File: src/rtl/sstep_pkg.sv
package sstep_pkg;
  typedef enum logic [1:0] {
    OP_HOLD = 2'd0,
    OP_ADD  = 2'd1,
    OP_SUB  = 2'd2
  } step_op_e;
endpackage

File: src/rtl/sstep_req_decode.sv
module sstep_req_decode
  import sstep_pkg::*;
(
  input  logic     load_i,
  input  logic     up_i,
  input  logic     dn_i,
  output step_op_e op_o
);
  // Load wins; simultaneous or absent requests hold.
  always_comb begin
    op_o = OP_HOLD;
    if (!load_i) begin
      if (up_i && !dn_i)      op_o = OP_ADD;
      else if (dn_i && !up_i) op_o = OP_SUB;
    end
  end
endmodule

File: src/rtl/sstep_arith.sv
module sstep_arith
  import sstep_pkg::*;
#(
  parameter int W = 8
) (
  input  logic signed [W-1:0] q_i,
  input  logic signed [W-1:0] b_i,
  input  step_op_e            op_i,
  output logic signed [W-1:0] res_o,
  output logic                step_ovf_o
);
  localparam int MSB = W - 1;

  logic signed [W-1:0] opnd;
  logic                cin;
  logic                q_s, b_s, r_s;

  // Subtract as q + ~b + 1, kept within W bits.
  always_comb begin
    opnd  = (op_i == OP_SUB) ? ~b_i : b_i;
    cin   = (op_i == OP_SUB);
    res_o = q_i + opnd + W'(cin);
  end

  assign q_s = q_i[MSB];
  assign b_s = b_i[MSB];
  assign r_s = res_o[MSB];

  always_comb begin
    unique case (op_i)
      OP_ADD:  step_ovf_o = (q_s == b_s) && (r_s != q_s);
      OP_SUB:  step_ovf_o = (q_s != b_s) && (r_s != q_s);
      default: step_ovf_o = 1'b0;
    endcase
  end
endmodule

File: src/rtl/sstep_state.sv
module sstep_state
  import sstep_pkg::*;
#(
  parameter int W = 8
) (
  input  logic                clk,
  input  logic                rst_n,
  input  logic                load_i,
  input  logic signed [W-1:0] a_i,
  input  step_op_e            op_i,
  input  logic signed [W-1:0] res_i,
  input  logic                step_ovf_i,
  output logic signed [W-1:0] q_o,
  output logic                ovf_o
);
  logic signed [W-1:0] q_nxt;
  logic                ovf_nxt;
  logic                q_en;

  always_comb begin
    q_nxt   = q_o;
    ovf_nxt = ovf_o;
    q_en    = 1'b0;
    if (load_i) begin
      q_nxt   = a_i;
      ovf_nxt = 1'b0;
      q_en    = 1'b1;
    end else if (op_i != OP_HOLD) begin
      q_en = 1'b1;
      if (step_ovf_i) ovf_nxt = 1'b1;
      else            q_nxt   = res_i;
    end
  end

  always_ff @(posedge clk or negedge rst_n) begin
    if (!rst_n) begin
      q_o   <= '0;
      ovf_o <= 1'b0;
    end else if (q_en) begin
      q_o   <= q_nxt;
      ovf_o <= ovf_nxt;
    end
  end

  AST_LOAD_TAKES_A: assert property (@(posedge clk) disable iff (!rst_n)
    load_i |=> (q_o == $past(a_i)) && !ovf_o) else $error("load");
  AST_HOLD_ON_OVF: assert property (@(posedge clk) disable iff (!rst_n)
    (!load_i && op_i != OP_HOLD && step_ovf_i) |=> $stable(q_o) && ovf_o) else $error("hold");
  AST_STICKY_FLAG: assert property (@(posedge clk) disable iff (!rst_n)
    (ovf_o && !load_i) |=> ovf_o) else $error("sticky");
endmodule

File: src/rtl/sstep_counter.sv
module sstep_counter
  import sstep_pkg::*;
#(
  parameter int W = 8
) (
  input  logic                clk,
  input  logic                rst_n,
  input  logic                load,
  input  logic                up,
  input  logic                dn,
  input  logic signed [W-1:0] a,
  input  logic signed [W-1:0] b,
  output logic signed [W-1:0] q,
  output logic                ovf
);
  logic [1:0]          rst_sync;
  logic                rst_n_int;
  logic                load_g, up_g, dn_g;
  step_op_e            op;
  logic signed [W-1:0] res;
  logic                step_ovf;

  // Asynchronous assert, synchronous release.
  always_ff @(posedge clk or negedge rst_n) begin
    if (!rst_n) rst_sync <= 2'b00;
    else        rst_sync <= {rst_sync[0], 1'b1};
  end
  assign rst_n_int = rst_sync[1];

  assign load_g = load & rst_n_int;
  assign up_g   = up   & rst_n_int;
  assign dn_g   = dn   & rst_n_int;

  sstep_req_decode u_dec (
    .load_i (load_g),
    .up_i   (up_g),
    .dn_i   (dn_g),
    .op_o   (op)
  );

  sstep_arith #(.W(W)) u_arith (
    .q_i        (q),
    .b_i        (b),
    .op_i       (op),
    .res_o      (res),
    .step_ovf_o (step_ovf)
  );

  sstep_state #(.W(W)) u_state (
    .clk        (clk),
    .rst_n      (rst_n_int),
    .load_i     (load_g),
    .a_i        (a),
    .op_i       (op),
    .res_i      (res),
    .step_ovf_i (step_ovf),
    .q_o        (q),
    .ovf_o      (ovf)
  );

  // Widened, sign-extended reference for the range check.
  logic signed [W:0] wide_add, wide_sub;
  assign wide_add = $signed({q[W-1], q}) + $signed({b[W-1], b});
  assign wide_sub = $signed({q[W-1], q}) - $signed({b[W-1], b});

  AST_ADD_RANGE: assert property (@(posedge clk) disable iff (!rst_n_int)
    (op == OP_ADD) |-> (step_ovf == (wide_add[W] != wide_add[W-1]))) else $error("add range");
  AST_SUB_RANGE: assert property (@(posedge clk) disable iff (!rst_n_int)
    (op == OP_SUB) |-> (step_ovf == (wide_sub[W] != wide_sub[W-1]))) else $error("sub range");
  AST_IDLE_HOLD: assert property (@(posedge clk) disable iff (!rst_n_int)
    (!load && (up == dn)) |=> $stable(q) && $stable(ovf)) else $error("idle");
endmodule

File: config.mk
export PLATFORM = sky130hd
export DESIGN_NAME = sstep_counter
export DESIGN_NICKNAME = d
export VERILOG_FILES = /design/src/rtl/sstep_pkg.sv /design/src/rtl/sstep_req_decode.sv /design/src/rtl/sstep_arith.sv /design/src/rtl/sstep_state.sv /design/src/rtl/sstep_counter.sv
export SDC_FILE = /design/constraint.sdc
export NUM_CORES = 1
export LEC_CHECK = 0
export BUFFER_PORTS_ARGS = -buffer_cell sky130_fd_sc_hd__buf_2
export CAP_MARGIN = 40
export CORE_UTILIZATION = 35
export CTS_CLUSTER_DIAMETER = 120
export DETAILED_ROUTE_END_ITERATION = 10
export PLACE_DENSITY = 0.7
export SETUP_SLACK_MARGIN = 0.15
export SYNTH_ARGS = -nofsm -noshare
export SYNTH_HDL_FRONTEND = slang
export SYNTH_HIERARCHICAL = 1
export SYNTH_SLANG_ARGS = --single-unit
File: constraint.sdc
create_clock -name clk -period 0.8 [get_ports clk]
set_input_delay 0.04 -clock clk [delete_from_list [all_inputs] [get_ports clk]]
set_output_delay 0.04 -clock clk [all_outputs]
set_load 0.02 [all_outputs]
-- Yosys cells after proc, flatten, opt, wreduce, memory -nomap -nowiden
Index checks and enable logic that the tools add are counted.
- register bits after elaboration: 11
- input port bits: 21
- output and inout port bits: 9
- logic and storage cells: 39
- $add $sub $neg: 2
- equality and inequality tests: 6
- multiplexer cells: 13
- bitwise logic cells: 4
- reductions and logical operators: 11
- operators with widths (kind ; count):
    two-way mux 8 bit ; 4
    adder 8 x 1 -> 8 bit ; 1
    adder 8 bit ; 1
    NOT 8 bit ; 1
    two-way mux 2 bit ; 3
    AND reduction 3 bit ; 2
    nonzero test 2 bit ; 3
    two-way mux 1 bit ; 5
    logical AND 1 bit ; 4
    bitwise AND 1 bit ; 3
    == test 2 x 1 -> 1 bit, second input constant ; 1
    == test 2 bit, second input constant ; 1
    logical NOT 1 bit ; 2
    inequality test 1 bit ; 2
    inequality test 2 x 1 -> 1 bit, second input constant ; 1
    one-hot mux 1 bit (2 select lines) ; 1
    == test 1 bit ; 1

-- Logic depth before layout (Yosys ltp)
Gate-level depths: netlist (run 1).
- word-level depth: 16
- gate-level depth with buffers: 14
- mapped depth without buffers: 13

-- By module
Netlist (run 1), hierarchy kept.
- by module, submodules not included (module ; instances ; cells each ; area an instance (sq um)):
    sstep_state ; 1 ; 31 ; 490.5
    sstep_arith ; 1 ; 56 ; 450.4
    sstep_counter ; 1 ; 6 ; 72.6
    sstep_req_decode ; 1 ; 2 ; 15.0

-- Least setup slack after synthesis (run 1)
Ideal clock, no wire load.
- kind: reg-to-reg
- start: register rst_sync[1]
- end: register u_state.q_o[0]
- setup time: 0.125 ns
- arrival time: 3.302 ns
- required time: 0.675 ns
- setup slack: -2.627 ns
- stages on the path, launching flop included: 15
- path buffers: 1
- period minus slack after synthesis: 3.427 ns
- cells stage by stage: dfrtp_1 > and2_1 > nor3b_1 > inv_1 > ha_1 > buf_6 > xor2_1 > ha_1 > a21o_2 > a22oi_2 > a2bb2oi_2 > mux2_4 > o21ba_2 > nor2_8 > mux2_2
- RTL lines (item ; RTL line ; RTL):
    start: declaration ; sstep_counter.sv:16 ; logic [1:0] rst_sync;
    start signal: assignment ; sstep_counter.sv:26 ; else rst_sync <= {rst_sync[0], 1'b1};
    bitwise AND 1 bit (*) ; sstep_counter.sv:30 ; assign load_g = load & rst_n_int;
    named net load_g ; sstep_counter.sv:18 ; logic load_g, up_g, dn_g;
    two-way mux 2 bit (*) ; sstep_req_decode.sv:12 ; if (!load_i) begin
    named net op[0] ; sstep_counter.sv:19 ; step_op_e op;
    == test 2 bit ; sstep_arith.sv:20, sstep_arith.sv:21, sstep_arith.sv:30 ;
    two-way mux 8 bit ; sstep_arith.sv:20 ; opnd = (op_i == OP_SUB) ? ~b_i : b_i;
    adder 8 bit ; sstep_arith.sv:22 ; res_o = q_i + opnd + W'(cin);
    adder 8 x 1 -> 8 bit ; sstep_arith.sv:22 ;
    inequality test 1 bit ; sstep_arith.sv:31, sstep_arith.sv:32 ;
    logical AND 1 bit (on tied branches) ; sstep_arith.sv:32, sstep_arith.sv:31 ;
    one-hot mux 1 bit (2 select lines) (*) ; sstep_arith.sv:30 ; unique case (op_i)
    named net step_ovf ; sstep_counter.sv:21 ; logic step_ovf;
    inequality test 2 x 1 -> 1 bit (no source line) (*) ; -- ;
    AND reduction 3 bit (no source line) (*) ; -- ;
    end signal: assignment ; sstep_state.sv:40 ; q_o <= q_nxt;
    end: declaration ; sstep_state.sv:13 ; output logic signed [W-1:0] q_o,
The timed path passes the listed nets; every way through them passes the cells marked *. The select of a mux whose other input is x is not followed.
A chain may end at the register's enable or synchronous reset.

-- Final worst setup path (run 1)
Ends and elaborated chain as after synthesis.

==> results of run 1 <==
==> metrics by stage <==
step / power [mW] / std cells / TNS (ns) / hold WS, ns
2_1_floorplan: 3.44 / 95 / -20.90 / -0.256
3_3_place_gp: 4.81 / 184 / -20.24 / -0.173
3_5_place_dp: 4.92 / 184 / -21.21 / -0.171
4_1_cts: 5.81 / 193 / -21.72 / 0.0824
5_1_grt: 6.37 / 194 / -23.21 / 0.0737
6_report: 5.91 / 194 / -21.45 / 0.0883
==> worst max-delay path, stage by stage (launching register included) <==
cell and delay [ns]:
dfrtp_2 0.44, and2_4 0.17, nor3b_4 0.23, inv_2 0.06
ha_4 0.20, xor2_1 0.15, ha_1 0.31, a21o_2 0.22
a22oi_2 0.19, a2bb2oi_2 0.10, mux2_4 0.22, o21ba_4 0.16
nor2_8 0.19, mux2_2 0.35
==> area by class of cell <==
type                            instances  area, um2
Timing Repair Buffer                   66        498
Sequential cell                        11        277
Tap cell                               31       38.8
Clock buffer                            4       26.3
Multi-Input combinational cell         74        761
Inverter                                8       30.0
Fill cell                             237       1150
==> placed cells by master, fill, tap and decap left out, drive strengths merged <==
| master | count |
|---|---|
| o21ba | 1 |
| ha | 7 |
| o21ai | 2 |
| xor2 | 9 |
| xnor2 | 4 |
| clkbuf | 4 |
| dlygate4sd3 | 1 |
| a21o | 1 |
| a21oi | 3 |
| nand2b | 1 |
| a2bb2oi | 1 |
| a311oi | 1 |
| o311ai | 1 |
| nor2 | 6 |
| fa | 1 |
| nor3b | 2 |
| nand2 | 1 |
| buf | 65 |
| nor3 | 3 |
| o2111ai | 1 |
| mux2 | 18 |
| dfrtp | 11 |
| nor4 | 1 |
| inv | 8 |
| o21a | 2 |
| and2 | 3 |
| nor2b | 1 |
| a22oi | 1 |
| a31oi | 1 |
| and3 | 1 |
| conb | 1 |
==> routing by layer <==
| metal | GRT usage | up-vias |
|---|---|---|
| met5 | 0 | - |
| met4 | 0.0314 | 0 |
| met3 | 0.0279 | 0 |
| met2 | 0.332 | 27 |
| met1 | 0.222 | 446 |
| li1 | - | 469 |
==> power breakdown <==
group          total (mW)  internal [mW]  switching (mW)  leakage, nW
sequential          0.983          0.787           0.196        0.129
combinational        4.52           2.75            1.76        0.671
clock               0.406          0.192           0.213       0.0150
==> flip-flops by register name (all words and copies together), names as in the netlist <==
signal and flops:
rst_sync 2, u_state/ovf_o 1, u_state/q_o 8
==> cells by family after synthesis <==
group	Yosys count	share of synthesized area
AND/OR/NAND/NOR	19	0.113
multiplexers	18	0.234
AO/OA/AOI/OAI	15	0.116
XOR/XNOR	13	0.111
flip-flops	11	0.268
buffers and inverters	10	0.0511
adder cells (fa/ha/maj)	8	0.105
other	1	0.00365
==> worst paths after layout <==
kind | start | to | slack, ns | cells past startpoint
max | rst_sync[1]$_DFF_PN0_ | u_state/q_o[0]$_DFFE_PN0P_ | -2.30 | 13
min | rst_n | rst_sync[0]$_DFF_PN0_ | 0.09 | 2
max reg2reg | rst_sync[1]$_DFF_PN0_ | u_state/q_o[0]$_DFFE_PN0P_ | -2.30 | 13
min reg2reg | rst_sync[1]$_DFF_PN0_ | u_state/q_o[1]$_DFFE_PN0P_ | 0.21 | 1
max in group asynchronous | rst_sync[1]$_DFF_PN0_ | u_state/q_o[4]$_DFFE_PN0P_ | 0.39 | 2
min in group clk | a[1] | u_state/q_o[1]$_DFFE_PN0P_ | 0.12 | 3
==> repair_timing <==
item	CTS	global route
setup endpoints to repair	18	18
gates resized for setup	24	4
hold endpoints to repair	2	0
pin swaps	7	4
buffers inserted	4	1
hold buffers	1	0
==> impl_metrics.yaml, run 1 <==
route:
  wl_met3_um: 107
  drtIter0Drc: 16
  dr_total_vias: 942
  drc: 0
  top_layer_used: "met3"
  wire_per_inst_um: 13.4
  route.met2.wl_mm: 1.40
  dr.pass1.iters: 4
  postRouteWirelength_mm: 2.61
  ant_nets: 0
  vias_per_cell: 4.86
  wl_met1_mm: 1.10
clock_tree:
  cts_buffers: 3
  htree_levels: 1
  root_buffer: "clkbuf_4"
  cts_sinks: 11
  cts_tree: "done"
  clk_latency_ns: 0.27
  clk_path_buf_depth: 2
  clkSlewWorstSetupHoldPaths_ns: 0.08
finish:
  stdcell_area_mm2: 0.00163
  finalCoreUtilization: 0.586
  drive_gt1_frac: 0.620
  num_antenna_cells: 0
  nets: 193
  area_growth_pct: 58.5
setup_path:
  crit_fanout: 8
  crit_type: "reg2reg"
  critical_path_arrival_ns: 3.26
  critPathLaunchType: "flop"
  crit_path_end_kind: "flop"
  required_ns: 0.95
grt:
  grt_pass1_wl_mm: 4.41
  antenna_found_initial: 0
  overflow: 0
  grt_pass1_vias: 1019
  track_usage: 0.180
  grt_max_degree: 11
timing:
  slew_violations: 0
  setup_ws_ns: -2.30
  hold_viol_final: 0
  fin_worst_skew_ns: 0.00854
  min_period_ns: 3.10
  finalCritPeriodShare: 3.88
  rsz0062_at_grt: "true"
  setup_viol: 18
  max_freq_mhz: 322
pwr:
  p_per_area_mw_per_mm2: 3620
  peakVddDrop_mv: 2.27
  leakagePower_nw: 0.816
synth:
  ys_seq_area_frac: 0.268
  yosys_warnings: 6
  synthDistinctLibCells: 31
  synth_area_per_cell_um2: 10.8
  synth_cells: 95
  synth-seq-cells: 11
  synth_flop_cell: "dfrtp_1"
  synth.top_cell.area_share: 0.268
  yosysTopAreaCell: "dfrtp_1"
  synthTopCellsByCount: "dfrtp_1, mux2_4, xor2_1"
  synth.most_common_cell: "dfrtp_1"
  synth-edff-count: 0
  synthTopCellsByArea: "dfrtp_1, mux2_4, mux2_2"
  mappedNetlistNets: 124
  synthArstFlopShare: 1.00
  synthesis.area_mm2: 0.00103
floorplan:
  rows: 19
  die_h_um: 56.2
  start_util: 0.370
  die_w_um: 56.2
  design.core.area_mm2: 0.00278
  dieArea_mm2: 0.00316
  pin_count: 30
place:
  place_area_mm2: 0.00146
  port_buffers: 29
  dp_hpwl_mm: 2.09
  gp_congestion: 0.882
  pre_cts_ws_ns: -2.42
worst_hold_path:
  hp-class: "in2async"
outcome:
  status: "finished, violations left"
  violations: "setup timing"
run:
  max-cap-violations: 0
Note: power is estimated with default switching activity, not from simulation.
==> run 2, diff against run 1 <==
--- a/config.mk
+++ b/config.mk
@@ -7,6 +7,7 @@
 export LEC_CHECK = 0
 export BUFFER_PORTS_ARGS = -buffer_cell sky130_fd_sc_hd__buf_2
 export CAP_MARGIN = 40
+export CORE_ASPECT_RATIO = 0.6
 export CORE_UTILIZATION = 35
 export CTS_CLUSTER_DIAMETER = 120
 export DETAILED_ROUTE_END_ITERATION = 10
==> run 2 against run 1 <==
The flow still finishes with violations (setup timing). Clock power rose by 45%. Sequential power rose by 1%. Largest cell class unchanged. Routed wire length rose by 5.3%. Largest power group unchanged. First-iteration DRC count rose by 50%.
==> impl_metrics.yaml, run 2 (synthesis results as in run 1) <==
grt:
  track_usage: 0.198
  overflow: 0
  grt_max_degree: 10
  grt_pass1_vias: 1004
  grt_pass1_wl_mm: 4.51
  antenna_found_initial: 0
worst_hold_path:
  hp-class: "in2async"
timing:
  min_period_ns: 3.08
  setup_ws_ns: -2.28
  rsz0062_at_grt: "true"
  hold_viol_final: 0
  finalCritPeriodShare: 3.85
  setup_viol: 18
  max_freq_mhz: 325
  slew_violations: 0
  fin_worst_skew_ns: 0.00470
clock_tree:
  cts_sinks: 11
  clk_path_buf_depth: 2
  cts_tree: "done"
  clk_latency_ns: 0.25
  root_buffer: "clkbuf_8"
  clkSlewWorstSetupHoldPaths_ns: 0.06
  cts_buffers: 3
  htree_levels: 1
run:
  max-cap-violations: 0
place:
  port_buffers: 29
  dp_hpwl_mm: 2.21
  pre_cts_ws_ns: -2.39
  placedCellCount: 191
  gp_congestion: 0.762
route:
  drc: 0
  ant_nets: 0
  dr_total_vias: 957
  wire_per_inst_um: 13.7
  dr.pass1.iters: 4
  vias_per_cell: 4.76
  drtIter0Drc: 24
  postRouteWirelength_mm: 2.74
finish:
  final_cell_mix: "buf_4, buf_2, buf_6, dfrtp_1, mux2_4"
  final_common_cell: "buf_4"
  nets: 191
  area_growth_pct: 60.6
  regMostFlops: "u_state/q_o"
  reg_top3: "u_state/q_o (8), rst_sync (2), u_state/ovf_o (1)"
  finalCoreUtilization: 0.624
  largest_register_ffs: 8
  num_antenna_cells: 0
  fin_cells: 201
  drive_gt1_frac: 0.627
floorplan:
  pin_count: 30
  rows: 14
  die_w_um: 72.0
  start_util: 0.389
  dieArea_mm2: 0.00317
  design.core.area_mm2: 0.00265
  die_h_um: 44.0
setup_path:
  required_ns: 0.93
  critPathLaunchType: "flop"
  crit_fanout: 8
  crit_type: "reg2reg"
  critical_path_arrival_ns: 3.20
  crit_path_end_kind: "flop"
outcome:
  status: "finished, violations left"
  violations: "setup timing"
pwr:
  peakVddDrop_mv: 1.62
  leakagePower_nw: 0.819
  p_per_area_mw_per_mm2: 3740
-- run 2: worst paths after layout --
kind	slack (ns)	depth (start not counted)	end	startpoint
max in group asynchronous	0.42	1	u_state/q_o[1]$_DFFE_PN0P_	rst_sync[1]$_DFF_PN0_
max	-2.28	13	u_state/q_o[4]$_DFFE_PN0P_	rst_sync[1]$_DFF_PN0_
min reg2reg	0.23	1	u_state/ovf_o$_DFFE_PN0P_	rst_sync[1]$_DFF_PN0_
min	0.11	2	rst_sync[0]$_DFF_PN0_	rst_n
max reg2reg	-2.28	13	u_state/q_o[4]$_DFFE_PN0P_	rst_sync[1]$_DFF_PN0_
min in group clk	0.15	3	u_state/q_o[7]$_DFFE_PN0P_	a[7]
-- run 2: final cells by class --
class                      count  area [um2]
clock buffer                   3        41.3
clock inverter                 1        5.00
fill                         231         993
inverter                       8        30.0
multi-input combinational     74         759
sequential                    11         277
tap                           40        50.0
timing repair buffer          64         489
-- run 2: per-stage QoR --
step / instance area [um2] / hold slack [ns] / setup TNS [ns] / power (mW)
after floorplan: 1060 / -0.256 / -20.90 / 3.44
after global placement: 1450 / -0.166 / -20.62 / 4.76
after detailed placement: 1450 / -0.164 / -21.06 / 4.94
after CTS: 1650 / 0.102 / -21.00 / 6.18
after global routing: 1650 / 0.103 / -22.52 / 6.62
final: 1650 / 0.114 / -20.94 / 6.17
-- run 2: power breakdown --
| part | leakage, nW | switching, mW | total, mW | internal, mW |
|---|---|---|---|---|
| Sequential | 0.129 | 0.206 | 0.996 | 0.789 |
| Combinational | 0.664 | 1.82 | 4.59 | 2.77 |
| Clock | 0.0255 | 0.245 | 0.590 | 0.344 |
| Total | 0.819 | 2.27 | 6.17 | 3.90 |
-- run 2: layer usage --
| layer | share of wire | wire (um) | track usage |
|---|---|---|---|
| met1 | 0.46 | 1250 | 0.238 |
| met2 | 0.49 | 1330 | 0.360 |
| met3 | 0.051 | 139 | 0.0581 |
| met4 | 0.0069 | 19 | 0.0353 |
| met5 | 0 | 0 | 0 |
-- run 2: critical path, cell delays in order (launching register included) --
cell and delay (ns):
dfrtp_2 0.41, and2_4 0.15, nor3b_4 0.21, inv_2 0.07
ha_4 0.20, xor2_1 0.15, ha_1 0.31, a21o_2 0.22
a22oi_2 0.22, a2bb2oi_2 0.10, mux2_4 0.21, o21ba_4 0.16
nor2_8 0.18, mux2_2 0.36
-- run 2: repair_timing --
action	in CTS	in global routing
hold buffers	1	0
gates resized for setup	29	2
endpoints found under the hold margin	2	0
pin swaps	4	1
buffers inserted	5	0
endpoints found under the setup margin	18	18
gates cloned	0	0
